==> src/rtl/dma_irq_pkg.sv <==
package dma_irq_pkg;
   localparam int NTYPE  = 5;
   localparam int MAXCH  = 8;
   localparam int DW     = 16;
   localparam int AW     = 5;

   typedef enum logic [1:0] {
      GRP_PEND = 2'b00,
      GRP_STAT = 2'b01,
      GRP_MASK = 2'b10,
      GRP_CLR  = 2'b11
   } grp_e;

   localparam logic [2:0] SEL_CHEN = 3'd5;
   localparam logic [2:0] SEL_GCFG = 3'd6;
   localparam logic [2:0] SEL_SUM  = 3'd5;
endpackage

==> src/rtl/wen_reg.sv <==
module wen_reg #(
   parameter int W = 8
) (
   input  logic         clk,
   input  logic         rst_n,
   input  logic         wr_i,
   input  logic [W-1:0] data_i,
   input  logic [W-1:0] en_i,
   output logic [W-1:0] q_o
);
   logic [W-1:0] q;

   always_ff @(posedge clk or negedge rst_n) begin
      if (!rst_n)
         q <= '0;
      else if (wr_i)
         q <= (q & ~en_i) | (data_i & en_i);
   end

   assign q_o = q;


   hold_unenabled_chk: assert property (@(posedge clk) disable iff (!rst_n)
      wr_i |=> ((q_o & ~$past(en_i)) == ($past(q_o) & ~$past(en_i))));


   take_enabled_chk: assert property (@(posedge clk) disable iff (!rst_n)
      wr_i |=> ((q_o & $past(en_i)) == ($past(data_i) & $past(en_i))));
endmodule

==> src/rtl/evt_slice.sv <==
module evt_slice #(
   parameter int NCH = 8
) (
   input  logic           clk,
   input  logic           rst_n,
   input  logic [NCH-1:0] evt_i,
   input  logic [NCH-1:0] clr_i,
   input  logic           mask_wr_i,
   input  logic [NCH-1:0] mask_d_i,
   input  logic [NCH-1:0] mask_en_i,
   output logic [NCH-1:0] pend_o,
   output logic [NCH-1:0] mask_o,
   output logic [NCH-1:0] stat_o
);
   logic [NCH-1:0] pend;

   always_ff @(posedge clk or negedge rst_n) begin
      if (!rst_n)
         pend <= '0;
      else
         pend <= (pend & ~clr_i) | evt_i;
   end

   wen_reg #(.W(NCH)) u_mask (
      .clk   (clk),
      .rst_n (rst_n),
      .wr_i  (mask_wr_i),
      .data_i(mask_d_i),
      .en_i  (mask_en_i),
      .q_o   (mask_o)
   );

   assign pend_o = pend;
   assign stat_o = pend & mask_o;


   evt_sets_chk: assert property (@(posedge clk) disable iff (!rst_n)
      (|evt_i) |=> ((pend_o & $past(evt_i)) == $past(evt_i)));


   clr_drops_chk: assert property (@(posedge clk) disable iff (!rst_n)
      (|(clr_i & ~evt_i)) |=> ((pend_o & $past(clr_i & ~evt_i)) == '0));


   pend_sticky_chk: assert property (@(posedge clk) disable iff (!rst_n)
      (clr_i == '0) |=> ((pend_o & $past(pend_o)) == $past(pend_o)));
endmodule

==> src/rtl/glob_ctl.sv <==
module glob_ctl #(
   parameter int NCH = 8
) (
   input  logic           clk,
   input  logic           rst_n,
   input  logic           wr_i,
   input  logic           d0_i,
   input  logic [NCH-1:0] busy_i,
   output logic           en_o,
   output logic           rd_bit_o
);
   logic en_q;
   logic drain_q;
   logic any_busy;

   assign any_busy = |busy_i;

   always_ff @(posedge clk or negedge rst_n) begin
      if (!rst_n) begin
         en_q    <= 1'b0;
         drain_q <= 1'b0;
      end else begin
         if (wr_i)
            en_q <= d0_i;
         drain_q <= (drain_q | (wr_i & en_q & ~d0_i)) & ~(wr_i & d0_i) & any_busy;
      end
   end

   assign en_o     = en_q;
   assign rd_bit_o = en_q | drain_q;


   drain_hold_chk: assert property (@(posedge clk) disable iff (!rst_n)
      (wr_i && !d0_i && en_q && any_busy) |=> rd_bit_o);


   drain_end_chk: assert property (@(posedge clk) disable iff (!rst_n)
      (!any_busy && !en_q && !wr_i) |=> !rd_bit_o);
endmodule

==> src/rtl/dma_irq_bank.sv <==
module dma_irq_bank
   import dma_irq_pkg::*;
#(
   parameter int NCH = 8
) (
   input  logic            clk,
   input  logic            rst_n,
   input  logic            bus_wr,
   input  logic [AW-1:0]   bus_addr,
   input  logic [DW-1:0]   bus_wdata,
   output logic [DW-1:0]   bus_rdata,
   input  logic [NCH-1:0]  evt_xfer_i,
   input  logic [NCH-1:0]  evt_block_i,
   input  logic [NCH-1:0]  evt_src_i,
   input  logic [NCH-1:0]  evt_dst_i,
   input  logic [NCH-1:0]  evt_err_i,
   input  logic [NCH-1:0]  chan_busy_i,
   output logic [NCH-1:0]  chan_en_o,
   output logic            irq_o
);
   localparam int PADW = DW - NCH;

   initial begin
      nch_range_chk: assert (NCH >= 1 && NCH <= MAXCH)
         else $error("dma_irq_bank: NCH must be 1..%0d", MAXCH);
   end

   grp_e         grp;
   logic [2:0]   sel;
   logic [NCH-1:0] d_byte;
   logic [NCH-1:0] en_byte;

   assign grp     = grp_e'(bus_addr[4:3]);
   assign sel     = bus_addr[2:0];
   assign d_byte  = bus_wdata[NCH-1:0];
   assign en_byte = bus_wdata[8 +: NCH];

   logic [NCH-1:0] evt_arr  [NTYPE];
   logic [NCH-1:0] pend_arr [NTYPE];
   logic [NCH-1:0] mask_arr [NTYPE];
   logic [NCH-1:0] stat_arr [NTYPE];
   logic [NTYPE-1:0] sum;

   assign evt_arr[0] = evt_xfer_i;
   assign evt_arr[1] = evt_block_i;
   assign evt_arr[2] = evt_src_i;
   assign evt_arr[3] = evt_dst_i;
   assign evt_arr[4] = evt_err_i;

   for (genvar t = 0; t < NTYPE; t++) begin : g_kind
      logic           clr_hit;
      logic           msk_hit;
      logic [NCH-1:0] clr_vec;

      assign clr_hit = bus_wr && (grp == GRP_CLR)  && (sel == 3'(t));
      assign msk_hit = bus_wr && (grp == GRP_MASK) && (sel == 3'(t));
      assign clr_vec = clr_hit ? d_byte : '0;

      evt_slice #(.NCH(NCH)) u_slice (
         .clk      (clk),
         .rst_n    (rst_n),
         .evt_i    (evt_arr[t]),
         .clr_i    (clr_vec),
         .mask_wr_i(msk_hit),
         .mask_d_i (d_byte),
         .mask_en_i(en_byte),
         .pend_o   (pend_arr[t]),
         .mask_o   (mask_arr[t]),
         .stat_o   (stat_arr[t])
      );

      assign sum[t] = |stat_arr[t];
   end

   logic [NCH-1:0] chen_q;
   logic           chen_hit;
   logic           gcfg_hit;
   logic           glob_en;
   logic           glob_rd;

   assign chen_hit = bus_wr && (grp == GRP_PEND) && (sel == SEL_CHEN);
   assign gcfg_hit = bus_wr && (grp == GRP_PEND) && (sel == SEL_GCFG);

   wen_reg #(.W(NCH)) u_chen (
      .clk   (clk),
      .rst_n (rst_n),
      .wr_i  (chen_hit),
      .data_i(d_byte),
      .en_i  (en_byte),
      .q_o   (chen_q)
   );

   glob_ctl #(.NCH(NCH)) u_glob (
      .clk     (clk),
      .rst_n   (rst_n),
      .wr_i    (gcfg_hit),
      .d0_i    (bus_wdata[0]),
      .busy_i  (chan_busy_i),
      .en_o    (glob_en),
      .rd_bit_o(glob_rd)
   );

   assign chan_en_o = glob_en ? chen_q : '0;

   logic irq_q;
   always_ff @(posedge clk or negedge rst_n) begin
      if (!rst_n)
         irq_q <= 1'b0;
      else
         irq_q <= |sum;
   end
   assign irq_o = irq_q;

   function automatic logic [DW-1:0] widen(input logic [NCH-1:0] v);
      return {{PADW{1'b0}}, v};
   endfunction

   always_comb begin
      bus_rdata = '0;
      unique case (grp)
         GRP_PEND: begin
            if (sel < 3'(NTYPE))      bus_rdata = widen(pend_arr[sel]);
            else if (sel == SEL_CHEN) bus_rdata = widen(chen_q);
            else if (sel == SEL_GCFG) bus_rdata = {{(DW-1){1'b0}}, glob_rd};
         end
         GRP_STAT: begin
            if (sel < 3'(NTYPE))      bus_rdata = widen(stat_arr[sel]);
            else if (sel == SEL_SUM)  bus_rdata = {{(DW-NTYPE){1'b0}}, sum};
         end
         GRP_MASK: begin
            if (sel < 3'(NTYPE))      bus_rdata = widen(mask_arr[sel]);
         end
         default: bus_rdata = '0;
      endcase
   end


   irq_rise_chk: assert property (@(posedge clk) disable iff (!rst_n)
      (|sum) |=> irq_o);


   irq_quiet_chk: assert property (@(posedge clk) disable iff (!rst_n)
      !(|sum) |=> !irq_o);


   chen_gate_chk: assert property (@(posedge clk) disable iff (!rst_n)
      (!glob_rd) |-> (chan_en_o == '0));
endmodule

==> config.mk <==
export PLATFORM = sky130hd
export DESIGN_NAME = dma_irq_bank
export DESIGN_NICKNAME = d
export VERILOG_FILES = /design/src/rtl/dma_irq_pkg.sv /design/src/rtl/wen_reg.sv /design/src/rtl/evt_slice.sv /design/src/rtl/glob_ctl.sv /design/src/rtl/dma_irq_bank.sv
export SDC_FILE = /design/constraint.sdc
export NUM_CORES = 1
export LEC_CHECK = 0
export BUFFER_PORTS_ARGS = -buffer_cell sky130_fd_sc_hd__buf_2
export CORE_ASPECT_RATIO = 1.4
export CORE_MARGIN = 2
export CORE_UTILIZATION = 35
export CTS_CLUSTER_DIAMETER = 150
export DETAILED_ROUTE_END_ITERATION = 10
export GPL_TIMING_DRIVEN = 0
export PLACE_DENSITY_LB_ADDON = 0.2
export SETUP_SLACK_MARGIN = 0.05
export SYNTH_ARGS = -nofsm -noshare
export SYNTH_HDL_FRONTEND = slang
export SYNTH_SLANG_ARGS = --single-unit
==> constraint.sdc <==
create_clock -name clk -period 1.5 [get_ports clk]
set_clock_uncertainty 0.05 [all_clocks]
set_input_delay 0 -clock clk [delete_from_list [all_inputs] [get_ports clk]]
set_output_delay 0 -clock clk [all_outputs]
set_load 0.1 [all_outputs]
## After elaboration in Yosys (flattened, before gate mapping)

Cells that the tools add are included.

| word-level totals | value |
|---|---|
| logic and storage cells | 115 |
| bits in registers | 91 |
| bits of input ports | 72 |
| output and inout bits | 25 |

| cells by class | value |
|---|---|
| equal/unequal tests | 9 |
| reduce and logical (&&, ||, !) cells | 24 |
| $lt $le $gt $ge | 2 |
| multiplexer cells | 22 |
| bitwise operators | 44 |

Operators by type and width:

| kind | number |
|---|---|
| 8-bit bitwise AND | 17 |
| 8-bit two-way mux | 16 |
| 8-bit OR | 11 |
| 8-bit binary-select mux with 3-bit select | 3 |
| 8-bit NOT | 6 |
| 16-bit one-hot mux with 3 select lines | 1 |
| 8-bit OR reduction | 6 |
| 40-bit OR reduction | 1 |
| 1-bit logical AND | 15 |
| 3-bit == test, second input constant | 3 |
| 3-bit by 2-bit == test with 1-bit output, second input constant | 2 |
| 1-bit bitwise AND | 5 |
| 5-bit two-way mux | 1 |
| 2-bit == test, second input constant | 2 |
| 4-bit >= comparator, second input constant | 1 |
| 3-bit NOT with 4-bit output | 1 |
| 3-bit by 1-bit == test with 1-bit output, second input constant | 1 |
| 3-bit logical NOT | 1 |
| 3-bit less-than comparator, second input constant | 1 |
| 2-bit by 1-bit == test with 1-bit output, second input constant | 1 |
| 2-bit logical NOT | 1 |
| 1-bit NOT | 2 |
| 1-bit OR | 2 |
| 1-bit two-way mux | 1 |

## Depth between registers and ports, before layout

Gate-level depths: netlist (run 1).

| depth | value |
|---|---|
| word-level depth | 8 |
| mapped depth | 8 |
| depth with buffers taken out | 5 |

## Modules after synthesis

From an unflattened synthesis (run 1), not the netlist that was laid out.

| second synthesis, totals | value |
|---|---|
| cell total of the unflattened synthesis | 574 |
| area, all modules | 5898.2 µm² |

Modules (own cells, without submodules):

| module | area an instance (µm²) | cells an instance | instances |
|---|---|---|---|
| wen_reg | 361.6 | 25 | 6 |
| dma_irq_bank | 1933.1 | 256 | 1 |
| evt_slice | 340.3 | 32 | 5 |
| glob_ctl | 93.8 | 8 | 1 |

## Worst setup path before layout (run 1)

No wires, ideal clock.

| timing path | value |
|---|---|
| kind | in2out |
| start point | input port bus_addr[2] |
| end point | output port bus_rdata[6] |
| cell stages on the path | 7 |
| data required time | 1.450 ns |
| arrival time | 3.108 ns |
| path slack | -1.658 ns |
| path buffers | 2 |
| cells stage by stage | buf_4 -> buf_4 -> mux2i_1 -> nor2_1 -> a31oi_1 -> o221a_2 -> o32ai_1 |

| between the ends | value |
|---|---|
| cells in the longest elaborated chain, start to end | 6 |
| elaborated cells between the ends (all ways) | 17 |

RTL lines:

| what | line | source |
|---|---|---|
| from (decl) | dma_irq_bank.sv:9 | `input logic [AW-1:0] bus_addr,` |
| 3-bit NOT with 4-bit output (not written as such) | dma_irq_bank.sv:122, dma_irq_bank.sv:127, dma_irq_bank.sv:131 |  |
| 8-bit binary-select mux with 3-bit select (on tied branches) | dma_irq_bank.sv:131, dma_irq_bank.sv:122, dma_irq_bank.sv:127 |  |
| 8-bit two-way mux (on tied branches) (3 in a row) | dma_irq_bank.sv:131, dma_irq_bank.sv:122, dma_irq_bank.sv:127 |  |
| 16-bit one-hot mux with 3 select lines * | dma_irq_bank.sv:120 | `unique case (grp)` |
| to (decl) | dma_irq_bank.sv:11 | `output logic [DW-1:0] bus_rdata,` |

Mark *: on every way between the ends. The rest lies on a longest branch, timed or not. The select of a mux whose other input is x is not followed.

==> results.yml, run 1 <==
floorplan:
  die_area_um2: 16390
  fp.dieH_um: 150.7
  initial_core_util_pct: 35.74
  die_w_um: 108.8
  io_pins: 97
  rows: 53
  core_um2: 15050
drt:
  vias: 5247
  final_antenna_net_count: 0
  avgRoutedWirePerCell_um: 22.03
  drtPass1Iterations: 5
  drt-total-wl_um: 20590
  drc: 0
  drtIter0Drc: 297
  vias_per_cell: 5.612
sta:
  worst-slew-pin-transition_ns: 0.7288
  drv_slew: 0
  timing.slew.headroom_pct: 51.25
  post-route-period-util_pct: 139.2
  finalSetupViolations: 8
  fmax_ghz: 0.4789
  period_minus_slack_ns: 2.088
  holdWs_ns: 0.04383
  hold_violations: 0
  rsz0062_at_grt: "yes"
  layout_setup_ws_ns: -0.5880
setup_path:
  max_stage_delay_ns: 0.45
  path_cells: "a22oi_2, nand4_1, o211ai_1, a21oi_1, a221o_2, buf_12"
  cp_max_fo: 4
  worstSetupEndpointType: "output pin"
  crit_required_ns: 1.45
  cpMaxStageDelayCell: "dfrtp_2"
  start_kind: "flop"
  cp.arrival_ns: 2.04
  worstSetupPathType: "reg2out"
synthesis:
  synth_area_um2: 5380
  synthDistinctLibCells: 50
  synth_edf_count: 0
  yosysTopAreaCellShare_pct: 42.33
  ys_top_cells_by_area: "dfrtp_1 (42%), mux2_2 (8.6%), nand2_1 (8.5%)"
  syn_avg_cell_area_um2: 9.818
  yosysTopAreaCell: "dfrtp_1"
  synth_seq_cells: 91
  postSynthCellCount: 548
  yosysWarningCount: 0
  synth-async-reset-ratio_pct: 100.0
  seq_area_frac_synth_pct: 42.33
  ys.flop_type: "dfrtp_1"
power:
  p_switching_uw: 2304
  pwr_density_cell_nw_per_um2: 963.2
  p_leak_uw: 0.003173
  peakVddDrop_uv: 452.7
  pwr-share-comb_pct: 26.1
  clockPowerShare_pct: 35.3
  internal_power_uw: 5100
  swShare_pct: 31.12
  power_frac_seq_pct: 38.6
clocking:
  clk_path_buf_depth: 2
  clk_pin_slew_ns: 0.06
  clock_sinks: 91
  htree_levels: 3
  cts_buffers: 9
  clk-insertion-delay-late_ns: 0.35
  cts_tree: "built"
  cts_root_buffer: "clkbuf_16"
grt:
  antenna_found_initial: 0
  grt.total_usage_pct: 26.26
  first_global_vias: 5310
  grt_overflow: 0
  grt_start_max_net_pins: 57
  grt_pass1_wl_um: 31060
worst_hold_path:
  hold_path.class: "in2reg"
  worstHoldStart: "chan_busy_i[6]"
finish:
  fillers: 1401
  syn_to_final_growth_pct: 42.88
  mostFrequentLayoutCell: "nand2_1"
  design.final.nets: 810
  stdcell_area_um2: 7687
  mostFrequentLayoutCells: "nand2_1 (121), dfrtp_1 (82), buf_2 (79), dlygate4sd3_1 (57), buf_4 (43)"
  diodes: 0
  final_util_pct: 51.07
  drive_gt1_share_pct: 36.07
placed_design:
  dp_hpwl_um: 14150
  io_buffers: 86
  place.gp.congestion: 0.9119
  placedInstanceArea_um2: 6216
job:
  drv_cap: 0
run_status:
  outcome: "complete, but fails checks"
  violations: "negative setup slack"
per-stage QoR:
stage               setup TNS (ns)  setup WS, ns  power [µW]  cells
finish                      -3.903       -0.5880        7404    935
global route                -4.410       -0.6275        7710    935
CTS                         -4.405       -0.5856        7457    934
detailed placement          -46.38       -0.8298        4481    834
global placement            -82.23       -0.8174        4447    833
floorplan                   -1.125       -0.4437        3962    555
layer usage:
layer  part of all wire [%]  global-route usage, %
met3                    6.5                  4.329
met2                     49                  43.75
met4                    5.0                  14.87
met5                      0                      0
met1                     39                  31.91
final cells by class:
type	instances	area, µm²	share of cell area (%)
inverter	2	7.507	0.09766
clock buffer	10	229.0	2.979
clock inverter	6	112.6	1.465
buffer	39	282.8	3.678
timing repair buffer	172	1400	18.21
sequential	91	2288	29.77
tap	192	240.2	3.125
multi-input combinational	423	3127	40.67
worst paths after layout:
| check | endpoint | slack, ns | cells after the start |
|---|---|---|---|
| worst max register to register | irq_o | 0 | 5 |
| min in group asynchronous | g_kind[3].u_slice.pend_o[1] | 0.10 | 2 |
| max in group asynchronous | async pin | 0.63 | 3 |
| worst min-delay path | u_glob.drain_q | 0.04 | 3 |
| worst min register to register | g_kind[0].u_slice.pend_o[0] | 0.46 | 1 |
| worst max-delay path | bus_rdata[1] | -0.59 | 6 |
cells by family (layout without fill, tap and decap cells):
family / Yosys count / after routing / share of synthesized area [%]
AND/OR/NAND/NOR: 194 / 194 / 17.05
AO/OA/AOI/OAI: 140 / 140 / 17.84
flip-flops: 91 / 91 / 42.33
multiplexers: 81 / 81 / 18.19
buffers and inverters: 41 / 229 / 4.535
other: 1 / 8 / 0.06970
cell usage after synthesis (all sizes together), types with 2 or more instances:
| library cell | instances |
|---|---|
| nand2 | 123 |
| a221oi | 2 |
| buf | 29 |
| o211ai | 9 |
| a2111oi | 2 |
| a211o | 3 |
| mux2i | 25 |
| a21oi | 24 |
| nand4 | 6 |
| nand3 | 14 |
| a22oi | 13 |
| a31oi | 5 |
| a32oi | 4 |
| and2 | 8 |
| o21ai | 22 |
| a221o | 5 |
| mux2 | 50 |
| dfrtp | 91 |
| nor2b | 2 |
| a21o | 40 |
| nor4 | 4 |
| nor3 | 8 |
| o22ai | 4 |
| clkbuf | 10 |
| inv | 2 |
| mux4 | 6 |
| nand2b | 5 |
| nor2 | 19 |
worst max-delay path: cells and delay by family, from the launching register on:
family / cells / cell delay, ns
AO/OA/AOI/OAI: 4 / 0.90
flip-flops: 1 / 0.45
buffers and inverters: 1 / 0.18
AND/OR/NAND/NOR: 1 / 0.15
power groups by stage:
stage,sequential (µW),clock [µW],combinational [µW]
5_1_grt,2880,2780,2050
4_1_cts,2850,2680,1930
3_3_place_gp,2880,0,1570
6_report,2860,2620,1930
3_5_place_dp,2890,0,1590
2_1_floorplan,2810,0,1160
timing repair:
| action | CTS | global route |
|---|---|---|
| gates resized for setup | 69 | 17 |
| setup endpoints to repair | 82 | 23 |
| buffers inserted | 27 | 6 |
| pin swaps | 14 | 9 |
| cloned | 0 | 0 |
| endpoints found under the hold margin | 131 | 0 |
| hold buffers | 57 | 0 |
Note: power is estimated with default switching activity, not from simulation.
==> inputs of run 2 (changes only) <==
- ABC_AREA: not set -> 1
- SETUP_SLACK_MARGIN: 0.05 -> not set
- SLEW_MARGIN: not set -> 10
==> results.yml, run 2 <==
run_status:
  outcome: "complete, but fails checks"
  violations: "negative setup slack"
finish:
  drive_gt1_share_pct: 21.63
  fillers: 1704
  mostFrequentLayoutCells: "nand2_1 (411), dfrtp_1 (91), inv_1 (74), buf_2 (68), dlygate4sd3_1 (54)"
  multi_input_area_um2: 3078
  diodes: 0
  ff_latch_area_um2: 2277
  mostFrequentLayoutCell: "nand2_1"
  syn_to_final_growth_pct: 36.13
  stdcell_area_um2: 7760
  design.final.nets: 1113
grt:
  first_global_vias: 5916
  grt_start_max_net_pins: 48
  grt.total_usage_pct: 24.70
  grt_pass1_wl_um: 32550
  antenna_found_initial: 0
  grt_overflow: 0
clocking:
  clock_sinks: 91
  cts_root_buffer: "clkbuf_16"
  htree_levels: 3
  cts_tree: "built"
  clk_path_buf_depth: 2
  clk-insertion-delay-late_ns: 0.36
  cts_buffers: 9
  clk_pin_slew_ns: 0.06
sta:
  hold_violations: 0
  period_minus_slack_ns: 1.726
  post-route-period-util_pct: 115.1
  worst-slew-pin-transition_ns: 0.8244
  layout_setup_ws_ns: -0.2263
  timing.slew.headroom_pct: 45.04
  finalSetupViolations: 8
  drv_slew: 0
  rsz0062_at_grt: "yes"
  setup-tns-final_ns: -1.530
  fmax_ghz: 0.5793
setup_path:
  cp.arrival_ns: 1.68
  worstSetupPathType: "reg2out"
  start_kind: "flop"
  reg2reg_depth: 6
  worstSetupEndpointType: "output pin"
  crit_required_ns: 1.45
  regToRegSetupSlack_ns: 0.22
  critical_path.endpoint: "bus_rdata[0]"
  rr_endpoint: "irq_o"
  cp_max_fo: 3
  startpoint: "g_kind[0].u_slice.pend_o[7]"
floorplan:
  initial_core_util_pct: 35.55
  die_area_um2: 17340
  die_w_um: 111.9
  fp.dieH_um: 155.0
  io_pins: 97
  rows: 55
  core_um2: 16030
synthesis:
  yosysTopAreaCellShare_pct: 39.95
  synthDistinctLibCells: 28
  synth_compound_area_share_pct: 11.19
  postSynthCellCount: 870
  synth_area_um2: 5700
  synth-async-reset-ratio_pct: 100.0
  synth-simple-area-share_pct: 38.61
  synth_fa_ha_area_share_pct: 0
  synth_seq_cells: 91
  yosysTopAreaCell: "dfrtp_1"
  seq_area_frac_synth_pct: 39.95
  yosysWarningCount: 0
  synth-xor-area-share_pct: 0
  ys_top_cells_by_count: "nand2_1 (453), dfrtp_1 (91), inv_1 (74)"
  ys_top_cells_by_area: "dfrtp_1 (40%), nand2_1 (30%), inv_1 (4.9%)"
  synth_mux_area_share_pct: 0
  synth_edf_count: 0
  yosysMostFrequentCell: "nand2_1"
  ys.flop_type: "dfrtp_1"
  synth_top_family_by_area: "simple AND/OR/NAND/NOR gates"
  syn_avg_cell_area_um2: 6.552
placed_design:
  dp_hpwl_um: 15190
  io_buffers: 77
  placedInstanceArea_um2: 6431
  place.gp.congestion: 0.9133
power:
  p_leak_uw: 0.004043
  pwr_density_cell_nw_per_um2: 986.8
  internal_power_uw: 4988
  power_frac_seq_pct: 37.7
  peakVddDrop_uv: 618.3
  pwr-share-comb_pct: 29.5
  clockPowerShare_pct: 32.7
  swShare_pct: 34.86
  p_switching_uw: 2670
drt:
  drt-total-wl_um: 20970
  avgRoutedWirePerCell_um: 16.85
  vias_per_cell: 4.894
  drc: 0
  drtPass1Iterations: 6
  vias: 6088
  drtIter0Drc: 417
  final_antenna_net_count: 0
job:
  drv_cap: 0
worst_hold_path:
  hold_path.class: "in2reg"
  min_path_cells: 2
  worstHoldStart: "bus_wdata[14]"
run 2: changes by cell type after synthesis, sizes merged, moves of 20 or more:
cell	change
inv	+76
mux2i	-25
mux2	-50
a21o	-40
nor2	+20
nand2	+334
o21ai	+47
run 2: worst min path at each step:
stage                                  end  slack, ns
2_1_floorplan                    async pin      -0.35
4_1_cts                               flop       0.01
3_3_place_gp   g_kind[4].u_slice.pend_o[4]       0.14
6_report                              flop       0.01
5_1_grt                               flop       0.02
3_5_place_dp   g_kind[4].u_slice.pend_o[2]      0.009
run 2: area by class of cell:
class | count | area share (%)
multi-input cells | 660 | 39.66
repair buffers | 153 | 16.20
well taps | 199 | 3.209
clock inverters | 4 | 0.9513
inverters | 78 | 3.773
clock buffers | 11 | 3.128
plain buffers | 48 | 3.725
flip-flops and latches | 91 | 29.35
run 2: cell families (layout without fill, tap and decap cells):
family                 Yosys count  in the layout
and+or+nand+nor                531            531
other                            1              8
buffers and inverters          126            294
AOI/OAI and AO/OA              121            121
DFF                             91             91
run 2: power by group through the flow:
stage	logic (µW)	clock network, µW	registers (µW)
global route	2460	2630	2920
global placement	1840	0	2920
floorplan	1380	0	2860
finish	2260	2510	2890
detailed placement	1860	0	2920
CTS	2130	2540	2880
run 2: worst max-delay path, stage by stage (launching register included):
cell	delay, ns
dfrtp_1	0.42
nand2_2	0.10
nand2_2	0.06
nor2_2	0.13
nand2_2	0.09
nand2_2	0.06
nand2_1	0.05
nand2_1	0.11
nand3_2	0.11
buf_12	0.19
run 2: metal layers:
metal | vias up | part of all wire (%) | global-route usage, %
li1 | 3024 | - | -
met3 | 44 | 4.4 | 2.298
met5 | - | 0 | 0
met4 | 0 | 5.0 | 13.29
met2 | 189 | 49 | 42.71
met1 | 2831 | 42 | 30.40
run 2: timing repair:
| item | CTS | global route |
|---|---|---|
| resized for setup | 66 | 34 |
| endpoints found under the setup margin | 16 | 8 |
| cloned | 0 | 0 |
| hold buffers | 54 | 0 |
| setup buffers | 10 | 11 |
| hold endpoints to repair | 88 | 0 |
| pin swaps | 24 | 32 |
run 2: per-stage QoR:
step	hold slack (ns)	total power (µW)	util [%]	instances	worst slack, ns
after floorplan	-0.3456	4236	-	877	0.1380
after global placement	0.1350	4757	39.92	1153	-0.6016
after detailed placement	0.009473	4782	40.11	1154	-0.2662
after CTS	0.01012	7544	47.27	1233	-0.2278
after global routing	0.02235	8008	48.40	1244	-0.2847
final	0.01119	7658	48.40	1244	-0.2263
==> inputs of run 3 (changes only) <==
- SYNTH_HIERARCHICAL: not set -> 1
==> results.yml, run 3 <==
synthesis:
  synth_seq_cells: 91
  ys_top_cells_by_count: "nand2_1 (547), inv_1 (153), nor2_1 (94)"
  yosysTopAreaCellShare_pct: 35.58
  yosysTopAreaCell: "dfrtp_1"
  ys.flop_type: "dfrtp_1"
  postSynthCellCount: 1050
  synth-async-reset-ratio_pct: 100.0
  synth_edf_count: 0
  seq_area_frac_synth_pct: 35.58
  synthDistinctLibCells: 25
  yosysWarningCount: 6
  synth_area_um2: 6400
  syn_avg_cell_area_um2: 6.095
  ys_top_cells_by_area: "dfrtp_1 (36%), nand2_1 (32%), inv_1 (9.0%)"
  yosysMostFrequentCell: "nand2_1"
sta:
  finalSetupViolations: 9
  timing.slew.headroom_pct: 55.25
  hold_violations: 0
  setup-tns-final_ns: -2.053
  layout_setup_ws_ns: -0.2984
  post-route-period-util_pct: 119.9
  worst-slew-pin-transition_ns: 0.6687
  rsz0062_at_grt: "yes"
  period_minus_slack_ns: 1.798
  fmax_ghz: 0.5560
  drv_slew: 0
grt:
  grt_pass1_wl_um: 34150
  grt.total_usage_pct: 23.40
  grt_start_max_net_pins: 49
  first_global_vias: 6657
  antenna_found_initial: 0
  grt_overflow: 0
placed_design:
  dp.cells: 1386
  place.gp.congestion: 0.9677
  place_ws_ns: -0.3576
  io_buffers: 88
  dp_hpwl_um: 16440
  placedInstanceArea_um2: 7237
floorplan:
  initial_core_util_pct: 35.70
  core_um2: 17920
  io_pins: 97
  fp.dieH_um: 164
  rows: 58
  die_w_um: 118.3
  die_area_um2: 19400
finish:
  finalNonFillerCells: 1500
  drive_gt1_share_pct: 23.73
  diodes: 0
  mostFrequentLayoutCell: "nand2_1"
  syn_to_final_growth_pct: 38.01
  fillers: 1881
  stdcell_area_um2: 8832
  mostFrequentLayoutCells: "nand2_1 (524), inv_1 (136), dfrtp_1 (91), nor2_1 (82), buf_2 (78)"
  ff_latch_area_um2: 2277
  design.final.nets: 1327
  multi_input_area_um2: 3413
drt:
  vias_per_cell: 4.567
  drc: 0
  final_antenna_net_count: 0
  drt-total-wl_um: 22230
  avgRoutedWirePerCell_um: 14.82
  drtPass1Iterations: 5
  vias: 6851
  drtIter0Drc: 313
power:
  p_leak_uw: 0.005023
  peakVddDrop_uv: 559.8
  pwr_density_cell_nw_per_um2: 893.0
  total_power_uw: 7887
run_status:
  violations: "negative setup slack"
  outcome: "complete, but fails checks"
clocking:
  clk-insertion-delay-late_ns: 0.36
  cts_tree: "built"
  cts_buffers: 9
  clock_sinks: 91
  cts_root_buffer: "clkbuf_16"
  clk_pin_slew_ns: 0.06
  htree_levels: 3
  clk_path_buf_depth: 2
setup_path:
  worstSetupPathType: "reg2out"
  cp.arrival_ns: 1.75
  start_kind: "flop"
  crit_required_ns: 1.45
  worstSetupEndpointType: "output pin"
  cp_max_fo: 3
worst_hold_path:
  hold_path.class: "in2async"
job:
  drv_cap: 0
run 3: cell count changes after synthesis, sizes merged, moves of 2 or more:
cell    delta
buf        +5
nand2    +106
nand3     +42
a31oi     -24
o21ai     -54
inv       +85
nor3       +2
clkbuf    -14
nor2      +58
a21oi     -27
run 3: routing by layer:
| layer | global-route usage [%] | vias up | routed length [µm] |
|---|---|---|---|
| met3 | 2.951 | 68 | 774 |
| met4 | 15.22 | 0 | 1362 |
| met2 | 41.49 | 190 | 11030 |
| met5 | 0 | - | 0 |
| li1 | - | 3482 | - |
| met1 | 26.45 | 3111 | 9071 |
run 3: metrics by stage:
stage,hold slack [ns],util [%]
floorplan,-0.3456,-
global route,0.1676,49.27
CTS,0.1336,47.72
global placement,0.1351,40.21
finish,0.1409,49.27
detailed placement,0.002837,40.37
run 3: area by class of cell:
cell class	instances	share of cell area [%]
inverter	163	6.927
tap	240	3.400
clock buffer	10	2.706
clock inverter	6	1.261
multi-input combinational	764	38.65
buffer	39	4.108
sequential	91	25.78
timing repair buffer	187	17.17
run 3: power breakdown:
part / total (µW) / internal, µW / switching, µW
clock: 2680 / 1680 / 1010
combinational: 2410 / 864 / 1550
sequential: 2790 / 2640 / 151
run 3: final timing paths:
path	end	from	slack (ns)	cells past startpoint
setup / recovery	bus_rdata[1]	g_kind[1].u_slice/pend_o[6]	-0.30	9
min in group clk	u_glob/en_o	bus_wr	0.15	4
setup reg to reg	irq_o	flop	-0.03	7
hold / removal	g_kind[1].u_slice/pend_o[7]	rst_n	0.14	2
max in group asynchronous	async pin	rst_n	0.60	3
hold reg to reg	flop	flop	0.44	2
run 3: timing repair:
item,in CTS,in global routing
pin swaps,20,55
gates resized for setup,65,57
hold endpoints to repair,133,0
hold buffers,65,0
endpoints found under the setup margin,17,19
setup buffers,14,19
run 3: logic make-up after synthesis:
group	share of synthesized area (%)
simple gates	47.98
buf+inv	15.21
compound gates	1.173
other cells	0.05859
flops	35.58
run 3: worst max-delay path, stage by stage (launching register included):
cell     delay (ns)
dfrtp_1        0.42
nand2_2        0.09
inv_2          0.04
nor2_2         0.12
nand2_2        0.08
o21ai_2        0.19
nand2_1        0.09
nand3_2        0.10
nand3_4        0.09
buf_12         0.18
